[config.mk]
export PLATFORM = sky130hd
export DESIGN_NAME = led_sink_core
export DESIGN_NICKNAME = d
export VERILOG_FILES = /design/src/rtl/led_sink_pkg.sv /design/src/rtl/lsd_oe_edge.sv /design/src/rtl/lsd_shift.sv /design/src/rtl/lsd_store.sv /design/src/rtl/led_sink_core.sv
export SDC_FILE = /design/constraint.sdc
export NUM_CORES = 1
export LEC_CHECK = 0
export BUFFER_PORTS_ARGS = -buffer_cell sky130_fd_sc_hd__buf_2
export CORE_UTILIZATION = 44
export CTS_CLUSTER_DIAMETER = 40
export CTS_CLUSTER_SIZE = 30
export DETAILED_ROUTE_END_ITERATION = 7
export GPL_TIMING_DRIVEN = 0
export PLACE_DENSITY_LB_ADDON = 0.2
export SLEW_MARGIN = 20
export SYNTH_ARGS = -nofsm -noshare
export SYNTH_HDL_FRONTEND = slang
export SYNTH_SLANG_ARGS = --single-unit
[constraint.sdc]
create_clock -name clk -period 1.3 [get_ports clk]
set_clock_uncertainty 0.1 [all_clocks]
set_input_delay 0.13 -clock clk [delete_from_list [all_inputs] [get_ports clk]]
set_output_delay 0.13 -clock clk [all_outputs]
set_load 0.1 [all_outputs]
[src/rtl/led_sink_pkg.sv]
// Package: shared constants for the LED sink core.
// Assumes: a channel count no larger than the shift width a host can stream.
package led_sink_pkg;
    parameter int unsigned LSD_CHANNELS = 8;
endpackage

[src/rtl/lsd_oe_edge.sv]
// Module: lsd_oe_edge
// Detects the end of a detection window: oe_n seen high after it was seen
// low at the previous rising edge, while detection mode is selected.
// Assumes: oe_n and det_mode are synchronous to clk.
module lsd_oe_edge (
    input  logic clk,
    input  logic rst_n,
    input  logic oe_n,
    input  logic det_mode,
    output logic capture
);
    logic oe_low_q;

    // Remember whether the enable was asserted at the last edge.
    always_ff @(posedge clk) begin
        if (!rst_n) oe_low_q <= 1'b0;
        else        oe_low_q <= ~oe_n;
    end

    // Capture request on the release of the enable in detection mode.
    always_comb capture = det_mode & oe_n & oe_low_q;

    AST_CAPTURE_AFTER_LOW: assert property (@(posedge clk) disable iff (!rst_n)
        capture |-> ($past(oe_n) == 1'b0));
endmodule

[src/rtl/lsd_shift.sv]
// Module: lsd_shift
// Serial-in, parallel-out shift register with parallel fault load and a
// falling-edge serial output register.
// Assumes: load has priority over shift; sdi enters bit 0.
module lsd_shift #(
    parameter int unsigned W = 8
) (
    input  logic         clk,
    input  logic         rst_n,
    input  logic         shift_en,
    input  logic         sdi,
    input  logic         load,
    input  logic [W-1:0] load_val,
    output logic [W-1:0] q,
    output logic [W-1:0] q_next,
    output logic         sdo
);
    localparam int unsigned MSB = W - 1;

    // Next-state selection: parallel load, shift, or hold.
    always_comb begin
        if (load)          q_next = load_val;
        else if (shift_en) q_next = {q[MSB-1:0], sdi};
        else               q_next = q;
    end

    // Shift register state.
    always_ff @(posedge clk) begin
        if (!rst_n) q <= '0;
        else        q <= q_next;
    end

    // Serial output moves on the falling edge.
    always_ff @(negedge clk) begin
        if (!rst_n) sdo <= 1'b0;
        else        sdo <= q[MSB];
    end

    AST_SHIFT_RESET: assert property (@(posedge clk)
        !rst_n |=> (q == '0));
    AST_SHIFT_HOLD: assert property (@(posedge clk) disable iff (!rst_n)
        (!load && !shift_en) |=> $stable(q));
    AST_SHIFT_LOAD: assert property (@(posedge clk) disable iff (!rst_n)
        load |=> (q == $past(load_val)));
    AST_SDO_LAGS: assert property (@(posedge clk) disable iff (!rst_n)
        $past(rst_n) |-> (sdo == q[MSB]));
endmodule

[src/rtl/lsd_store.sv]
// Module: lsd_store
// Storage register; follows its input at every edge with le high, holds
// otherwise.
// Assumes: d is the shift register's next state, so a latch on the last
// shift captures the complete word.
module lsd_store #(
    parameter int unsigned W = 8
) (
    input  logic         clk,
    input  logic         rst_n,
    input  logic         le,
    input  logic [W-1:0] d,
    output logic [W-1:0] q
);
    // Storage update under latch enable.
    always_ff @(posedge clk) begin
        if (!rst_n)  q <= '0;
        else if (le) q <= d;
    end

    AST_STORE_HOLD: assert property (@(posedge clk) disable iff (!rst_n)
        !le |=> $stable(q));
endmodule

[src/rtl/led_sink_core.sv]
// Module: led_sink_core
// Digital core of an LED sink driver: serial load, storage latch, gated
// channel enables and fault readback over the serial chain.
// Assumes: all inputs synchronous to clk; fault valid at the enable release.
module led_sink_core #(
    parameter int unsigned CH = led_sink_pkg::LSD_CHANNELS
) (
    input  logic          clk,
    input  logic          rst_n,
    input  logic          sdi,
    input  logic          shift_en,
    input  logic          latch_en,
    input  logic          oe_n,
    input  logic          det_mode,
    input  logic [CH-1:0] fault,
    output logic          sdo,
    output logic [CH-1:0] ch_on
);
    logic          capture;
    logic [CH-1:0] sr_q;
    logic [CH-1:0] sr_next;
    logic [CH-1:0] store_q;

    lsd_oe_edge u_edge (
        .clk      (clk),
        .rst_n    (rst_n),
        .oe_n     (oe_n),
        .det_mode (det_mode),
        .capture  (capture)
    );

    lsd_shift #(.W(CH)) u_shift (
        .clk      (clk),
        .rst_n    (rst_n),
        .shift_en (shift_en),
        .sdi      (sdi),
        .load     (capture),
        .load_val (fault),
        .q        (sr_q),
        .q_next   (sr_next),
        .sdo      (sdo)
    );

    lsd_store #(.W(CH)) u_store (
        .clk   (clk),
        .rst_n (rst_n),
        .le    (latch_en),
        .d     (sr_next),
        .q     (store_q)
    );

    // Channel gating by the active-low enable.
    always_comb ch_on = store_q & {CH{~oe_n}};

    AST_CH_FROM_STORE: assert property (@(posedge clk) disable iff (!rst_n)
        ((ch_on & ~store_q) == '0));
    AST_CH_OFF_DISABLED: assert property (@(posedge clk) disable iff (!rst_n)
        oe_n |-> (ch_on == '0));
    AST_NORMAL_NO_CAPTURE: assert property (@(posedge clk) disable iff (!rst_n)
        (!det_mode && !shift_en) |=> $stable(sr_q));
endmodule

# After elaboration in Yosys (flattened, before gate mapping)
# Cells that the tools add are included.
[op_classes]
bitwise_logic = 4
n_mux = 2
[op_table]
columns = ["operator", "n"]
rows = [
  ["8-bit 2-to-1 mux", 2],
  ["8-bit AND", 1],
  ["1-bit AND", 2],
  ["1-bit NOT", 1],
]
[totals]
out_inout_bits = 9
inputBits = 15
regBits = 18
wordCells = 10

# Logic depth before layout (Yosys ltp)
# Gate-level depths: netlist (run 1).
[logic_depth]
word_depth = 3
mapped_depth = 5
ltp_nobuf = 3

# By module
# A second synthesis (run 1) with hierarchy kept.
[hier_totals]
hier_cells = 83
hier_area_um2 = 858.3
[by_module_without_submodules]
columns = ["mod", "seq_area_each_um2", "area_each_um2", "cells_each", "instances"]
rows = [
  ["lsd_shift", 180.2, 470.5, 47, 1],
  ["lsd_store", 160.2, 301.5, 25, 1],
  ["led_sink_core", 0.0, 50.0, 8, 1],
  ["lsd_oe_edge", 20.0, 36.3, 3, 1],
]

==> results of run 1 <==
==> worst paths after layout <==
check | startpoint | end | slack, ns | cells after the start
hold / removal | rst_n | u_store.q[7] | 0.12 | 4
setup / recovery | u_shift.sdo | sdo | -0.45 | 1
setup reg to reg | u_edge.oe_low_q | u_store.q[6] | 0.05 | 5
hold reg to reg | u_store.q[6] | u_store.q[6] | 0.39 | 2
==> logic make-up after synthesis <==
logic type	count (synthesis)	share of synthesized area
simple gates	24	0.160
compound gates	24	0.248
flops	18	0.430
buf+inv	9	0.0658
mux	8	0.0957
==> flip-flops by register name, summed over array words and instances, names as in the netlist <==
register         cells
u_shift.q            8
u_shift.sdo          1
u_store.q            8
u_edge.oe_low_q      1
==> cell type report <==
class | count | share of cell area
repair buffers | 30 | 0.224
multi-input cells | 56 | 0.387
plain buffers | 8 | 0.0418
clock inverters | 1 | 0.00299
clock buffers | 4 | 0.0289
flip-flops and latches | 18 | 0.291
well taps | 25 | 0.0249
==> cell usage in the layout, fill, tap and decap left out, types with 2 or more instances in the layout <==
cell and instances:
a32oi_1 7, and2_1 2, buf_12 4, buf_2 15, buf_6 7, clkbuf_1 2
clkbuf_4 3, dfxtp_1 16, dlygate4sd3_1 8, mux2i_1 8, nand2_1 9, nor2b_1 2
nor2b_4 8, o211a_1 8, o31ai_1 7
==> repair_timing <==
| action | CTS | global route |
|---|---|---|
| endpoints found under the hold margin | 16 | 0 |
| gates resized for setup | 19 | 10 |
| setup endpoints to repair | 9 | 7 |
| buffers inserted | 0 | 0 |
| pin swaps | 0 | 1 |
| hold buffers | 8 | 0 |
==> power breakdown <==
part | internal (mW) | switching (mW) | leakage [nW] | total (mW)
combinational | 0.0945 | 0.128 | 0.425 | 0.222
sequential | 0.573 | 0.0113 | 0.148 | 0.584
clock | 0.175 | 0.196 | 0.0263 | 0.371
total | 0.843 | 0.335 | 0.599 | 1.18
==> stage by stage <==
step	setup slack, ns	cell area [µm²]	cells	util	TNS, ns
final	-0.450	1260	142	0.720	-0.450
after floorplan	-0.0838	897	83	-	-0.161
after global placement	-0.298	1040	130	0.595	-0.480
after global routing	-0.488	1260	142	0.720	-0.492
after CTS	-0.452	1220	142	0.697	-0.452
after detailed placement	-0.299	1040	130	0.595	-0.617
==> routing by layer <==
metal	share of wire	track usage	vias to the layer above	wire, µm
met5	0	0	-	0
met4	0.013	0.0727	0	27
met3	0.051	0.0754	4	109
met2	0.48	0.349	25	1030
met1	0.45	0.295	360	974
li1	-	-	376	-
==> metrics, run 1 <==
total die area 2080 µm²; top_reg_cell synth dfxtp_1; CP max stage delay 0.34 ns; status complete, but fails checks; Rel. slew slack 0.764; vias per cell 5.39; Post-Syn Nets 98; Wirelength per Cell 15.1 µm; Multi-input gate area 487 µm²; Power per Cell Area 937 nW/µm²; WL final 2140 µm; Clock transition at path regs 0.11 ns; clock latency on the worst-skew pair 0.31 ns; Sink Count 18; layout cells sized above 1 0.376; Routed Antenna Nets 0; GRT Util Overall 0.226; fillcell total 133; failing checks setup timing; ANT cells 0; worst path bufs/invs 1; CP max stage cell dfxtp_4; synth warn 0; Max-Cap Viols 0; DRC Markers 0; CP required 1.07 ns; top cells by count, synth dfxtp_1, nor2b_1, nand2_1; hold crit path type input pin to flop; Syn Area/Cell 10.1 µm²; CP Capture Type output pin; maximum vdd drop 0.657 mV; maximum number of pins on one net before global-route repair 11; Tightest Pin Transition 0.354 ns; EDFF count, synth 0; Hold Slack 0.117 ns; Area contributors post-synth dfxtp_1, mux2i_1, o211a_1; hpwl dp 1380 µm; global-route wire length before repair 3260 µm; Nets 133; vias in the first global route 693; unrepaired setup endpoints after global routing true; TritonCTS Buffers 3; CP Max Fanout 1; WP data arrival 1.52 ns; sequential cell area 365 µm²; grt ovf 0; max-slew violation count 0; initial antenna violation count 0; die span in y 45.6 µm; CORE AREA 1750 µm²; setup ws final -0.450 ns; I/O Buffers 22; Fin. Hold Viols 0; Die X 45.6 µm; DR iter-0 viols 13; initial core utilization 0.480; Syn Inst Count 83; via count 765; CP delay by family, top flip-flops; Synth Register Bits 18; TritonCTS clock tree built; total power 1.18 mW; maximum root-to-sink buffer count 2; Layout area overhead 50.2%; count leader, synth dfxtp_1; ys async rst share 0; startpoint types flop; gpl congestion 0.795; Root Driver clkbuf_4; # IOs 24; area leader, netlist dfxtp_1; register area share after synthesis 0.430; DR pass1 iterations 4; final setup vio count 1; row count 15; Synth Cell Area 837 µm²; leakage power 0.599 nW; top-area cell type share of the netlist area 0.430; count of cell types in the netlist 17; critical path type flop to output pin; depth of the CTS H-tree 1; CP Cell Sequence buf_12
Note: power is estimated with default switching activity, not from simulation.
==> run 2: changes to the inputs <==
--- a/config.mk
+++ b/config.mk
@@ -6,12 +6,14 @@
 export NUM_CORES = 1
 export LEC_CHECK = 0
 export BUFFER_PORTS_ARGS = -buffer_cell sky130_fd_sc_hd__buf_2
+export CAP_MARGIN = 20
 export CORE_UTILIZATION = 44
 export CTS_CLUSTER_DIAMETER = 40
 export CTS_CLUSTER_SIZE = 30
 export DETAILED_ROUTE_END_ITERATION = 7
 export GPL_TIMING_DRIVEN = 0
 export PLACE_DENSITY_LB_ADDON = 0.2
+export SETUP_SLACK_MARGIN = 0.1
 export SLEW_MARGIN = 20
 export SYNTH_ARGS = -nofsm -noshare
 export SYNTH_HDL_FRONTEND = slang
==> metrics, run 2 (synthesized netlist as in run 1, its figures left out) <==
Final Instance Area 1350 µm² (+7.0%); CP Cell Sequence buf_12; failing checks setup timing; WL final 2120 µm (-0.79%); maximum vdd drop 0.895 mV (+36%); total power 1.18 mW (+0.31%); layout cells sized above 1 0.479 (+0.103); CP max stage delay 0.34 ns (about the same); dpl cell area 1060 µm² (+1.9%); ANT cells 0 (unchanged); CP required 1.07 ns (about the same); Sink Count 18 (unchanged); commonest cells after routing, fill and taps aside buf_2, dfxtp_2, nand2_1, buf_12; hpwl dp 1320 µm (-4.5%); Max-Cap Viols 0 (unchanged); GRT Util Overall 0.238 (+0.0117); Tightest Pin Transition 0.361 ns (+0.00777 ns); max-slew violation count 0 (unchanged); Top Registers u_shift.q (8), u_store.q (8); count of non-filler cells in the finished layout 142 (unchanged); CP max stage cell dfxtp_4; unrepaired setup endpoints after global routing true; Die X 45.6 µm (unchanged); row count 15 (unchanged); Power per Cell Area 878 nW/µm² (-6.2%); WP data arrival 1.51 ns (about the same); setup ws final -0.439 ns (+0.0114 ns); Root Driver clkbuf_4; status complete, but fails checks; vias per cell 5.43 (+0.78%); Fin. Hold Viols 0 (unchanged); Routed Antenna Nets 0 (unchanged); leakage power 0.626 nW (+4.4%); crit path from u_shift.sdo; CP Capture Type output pin; maximum root-to-sink buffer count 2 (unchanged); die span in y 45.6 µm (unchanged); setup_tns -0.439 ns (+0.0114 ns); startpoint types flop; # IOs 24 (unchanged); DRC Markers 0 (unchanged); R2R Path Start u_shift.q[7]; final setup vio count 1 (unchanged); total die area 2080 µm² (unchanged); hold crit path type input pin to flop; initial antenna violation count 0 (unchanged); grt ovf 0 (unchanged); Cell Count Post-Placement 130 (unchanged); worst path bufs/invs 1 (unchanged); Nets 133 (unchanged); Layout area overhead 60.7%; CP delay by family, top flip-flops; worst min-delay path startpoint fault[3]; TritonCTS clock tree built; clock latency on the worst-skew pair 0.30 ns (about the same); critical path type flop to output pin; I/O Buffers 22 (unchanged); gpl congestion 0.789 (-0.84%); initial core utilization 0.480 (unchanged); Rel. slew slack 0.752 (-0.0121); Clock transition at path regs 0.10 ns (about the same); via count 771 (+0.78%); maximum number of pins on one net before global-route repair 11 (unchanged); vias in the first global route 752 (+8.5%); DR iter-0 viols 37 (+24); depth of the CTS H-tree 1 (unchanged); Hold Slack 0.0105 ns (-0.106 ns); TritonCTS Buffers 3 (unchanged); commonest non-fill, non-tap cell in the layout buf_2; DR pass1 iterations 4 (unchanged); Wirelength per Cell 15.0 µm (-0.79%); CP Max Fanout 1 (unchanged); CORE AREA 1750 µm² (unchanged); global-route wire length before repair 3330 µm (+2.3%)
-- run 2: cell types whose count changed in the layout (fill, tap and decap cells not counted), moves of 5 or more --
cell and change:
dfxtp_1 -9, buf_12 +5, buf_6 -5, dfxtp_2 +9
-- run 2: stage by stage --
stage,setup WS [ns],utilization
global placement,-0.298,0.606
finish,-0.439,0.771
CTS,-0.443,0.761
global route,-0.482,0.771
detailed placement,-0.298,0.606
floorplan,-0.0838,-
-- run 2: worst paths after layout --
check	end	slack, ns	cells after the start
min	u_store.q[3]	0.01	3
max	sdo	-0.44	1
max reg2reg	u_shift.sdo	0.05	1
min reg2reg	u_store.q[5]	0.37	2
-- run 2: area by class of cell --
class | count | area (µm²)
buffer | 7 | 67.6
clock buffer | 4 | 36.3
multi-input combinational | 56 | 502
timing repair buffer | 31 | 328
clock inverter | 1 | 3.75
tap | 25 | 31.3
fill | 122 | 400
sequential | 18 | 377
-- run 2: routing by layer --
layer,GRT usage,up-vias,wire length [µm]
li1,-,377,-
met1,0.303,364,920
met2,0.363,28,1060
met3,0.0873,2,134
met4,0.0909,0,12
met5,0,-,0
-- run 2: report_power, final --
group / internal, mW / switching, mW / leakage, nW / total, mW
clock network: 0.175 / 0.181 / 0.0263 / 0.356
logic: 0.108 / 0.133 / 0.448 / 0.240
registers: 0.575 / 0.0108 / 0.152 / 0.586
total: 0.857 / 0.324 / 0.626 / 1.18
-- run 2: timing repair --
| item | in CTS | in global routing |
|---|---|---|
| hold buffers | 7 | 0 |
| gates cloned | 1 | 0 |
| pin swaps | 1 | 0 |
| gates resized for setup | 49 | 4 |
| hold endpoints to repair | 13 | 0 |
| setup endpoints to repair | 12 | 19 |
| buffers inserted | 1 | 0 |
==> run 3: changes to the inputs <==
--- a/config.mk
+++ b/config.mk
@@ -5,12 +5,12 @@
 export SDC_FILE = /design/constraint.sdc
 export NUM_CORES = 1
 export LEC_CHECK = 0
-export BUFFER_PORTS_ARGS = -buffer_cell sky130_fd_sc_hd__buf_2
-export CAP_MARGIN = 20
-export CORE_UTILIZATION = 44
+export CAP_MARGIN = 10
+export CORE_UTILIZATION = 53
 export CTS_CLUSTER_DIAMETER = 40
 export CTS_CLUSTER_SIZE = 30
 export DETAILED_ROUTE_END_ITERATION = 7
+export DONT_BUFFER_PORTS = 1
 export GPL_TIMING_DRIVEN = 0
 export PLACE_DENSITY_LB_ADDON = 0.2
 export SETUP_SLACK_MARGIN = 0.1
==> metrics, run 3 (synthesized netlist as in run 1, its figures left out) <==
commonest non-fill, non-tap cell in the layout dlygate4sd3_1; DRC Markers 0 (unchanged); initial antenna violation count 0 (unchanged); vias per cell 7.07 (+30%); Max-Cap Viols 0 (unchanged); worst min-delay path startpoint rst_n; Wirelength per Cell 24.7 µm (+65%); total die area 1740 µm² (-16%); commonest cells after routing, fill and taps aside dlygate4sd3_1, dfxtp_2, nand2_1; TritonCTS Buffers 3 (unchanged); leakage power 0.595 nW (-5.0%); Hold Slack -0.00716 ns (-0.0176 ns); Layout area overhead 57.4%; fillcell total 28 (-77%); maximum number of pins on one net before global-route repair 11 (unchanged); grt ovf 0 (unchanged); gpl congestion 0.740 (-6.2%); Clock transition at path regs 0.11 ns (about the same); # IOs 24 (unchanged); final setup vio count 10 (+9); count of non-filler cells in the finished layout 124 (-13%); DR pass1 iterations 4 (unchanged); reg-to-reg slack, setup -0.08 ns (-0.13 ns); post-layout util 0.953 (+0.182); hold path endpoint u_edge.oe_low_q; GRT Util Overall 0.264 (+0.0260); DR iter-0 viols 50 (+35%); CORE AREA 1380 µm² (-21%); WL final 3070 µm (+44%); r2r worst-path depth 4 (+3); CP Max Fanout 1 (unchanged); max-slew violation count 0 (unchanged); row count 13 (-2); Root Driver clkbuf_4; status complete, but fails checks; Fin. Hold Viols 2 (+2); Nets 125 (-6.0%); WP data arrival 1.53 ns (+0.02 ns); failing checks hold timing, setup timing; layout cells sized above 1 0.422 (-0.0566); depth of the CTS H-tree 1 (unchanged); global-route wire length before repair 3520 µm (+5.6%); pre-CTS setup slack -0.109 ns (+0.188 ns); CP required 1.07 ns (about the same); sequential cell area 377 µm² (unchanged); R2R Path Start u_edge.oe_low_q; FF-to-FF End u_store.q[4]; Top Registers u_shift.q (8), u_store.q (8); Power per Cell Area 881 nW/µm² (+0.29%); ANT cells 0 (unchanged); Die X 41.7 µm (-8.5%); CP Capture Type output pin; vias in the first global route 758 (+0.80%); initial core utilization 0.605 (+0.126); cell depth of the worst hold path 2 (-1); critical path type flop to output pin; Rel. slew slack 0.580 (-0.172); via count 877 (+14%); hold crit path type input pin to flop; total power 1.16 mW (-1.8%); hpwl dp 1320 µm (-0.30%); maximum root-to-sink buffer count 2 (unchanged); unrepaired setup endpoints after global routing true; die span in y 41.7 µm (-8.5%); TritonCTS clock tree built; maximum vdd drop 0.924 mV (+3.3%); Multi-input gate area 562 µm² (+12%); Tightest Pin Transition 0.628 ns (+0.267 ns); Routed Antenna Nets 0 (unchanged); clock latency on the worst-skew pair 0.31 ns (about the same); Cell Count Post-Placement 98 (-25%); setup ws final -0.461 ns (-0.0226 ns); startpoint types flop; Sink Count 18 (unchanged); I/O Buffers 0 (-100%)
## run 3: worst reg2reg max path, delay by kind of cell, from the launching register on
kind	cells	cell delay, ns
simple gates	1	0.15
compound gates	1	0.38
buf+inv	2	0.28
flops	1	0.34
## run 3: cell type report
type	count	share of cell area
Multi-Input combinational cell	56	0.426
Sequential cell	18	0.286
Timing Repair Buffer	22	0.182
Buffer	8	0.0684
Clock buffer	4	0.0199
Tap cell	15	0.0142
Clock inverter	1	0.00285
## run 3: worst max-delay path by stage
stage | start | endpoint | slack [ns] | cells past startpoint
finish | u_shift.sdo | sdo | -0.46 | 0
global route | u_shift.sdo | sdo | -0.47 | 0
CTS | u_shift.sdo | sdo | -0.45 | 0
detailed placement | oe_n | ch_on[0] | -0.11 | 2
global placement | oe_n | ch_on[0] | -0.11 | 2
floorplan | u_shift.sdo | sdo | -0.08 | 0
## run 3: what timing repair did
action / in CTS / in global routing
pin swaps: 6 / 4
resized for setup: 18 / 11
setup buffers: 2 / 6
hold endpoints to repair: 16 / 2
endpoints found under the setup margin: 25 / 26
hold buffers: 9 / 3
gates cloned: 1 / 1
## run 3: per-stage QoR
stage / TNS, ns / area (µm²)
finish: -1.61 / 1320
detailed placement: -0.195 / 936
global placement: -0.194 / 936
CTS: -1.24 / 1130
global route: -1.76 / 1320
floorplan: -0.161 / 917
## run 3: where the power goes
| part | total [mW] | internal (mW) | switching [mW] | leakage [nW] |
|---|---|---|---|---|
| logic | 0.246 | 0.104 | 0.142 | 0.422 |
| registers | 0.596 | 0.575 | 0.0213 | 0.152 |
| clock network | 0.318 | 0.124 | 0.194 | 0.0203 |
| total | 1.16 | 0.803 | 0.357 | 0.595 |
## run 3: layer usage
layer / wire length [µm] / GRT usage / vias to the layer above
li1: - / - / 368
met1: 1200 / 0.326 / 413
met2: 1460 / 0.450 / 79
met3: 261 / 0.0435 / 17
met4: 145 / 0.110 / 0
met5: 0 / 0 / -
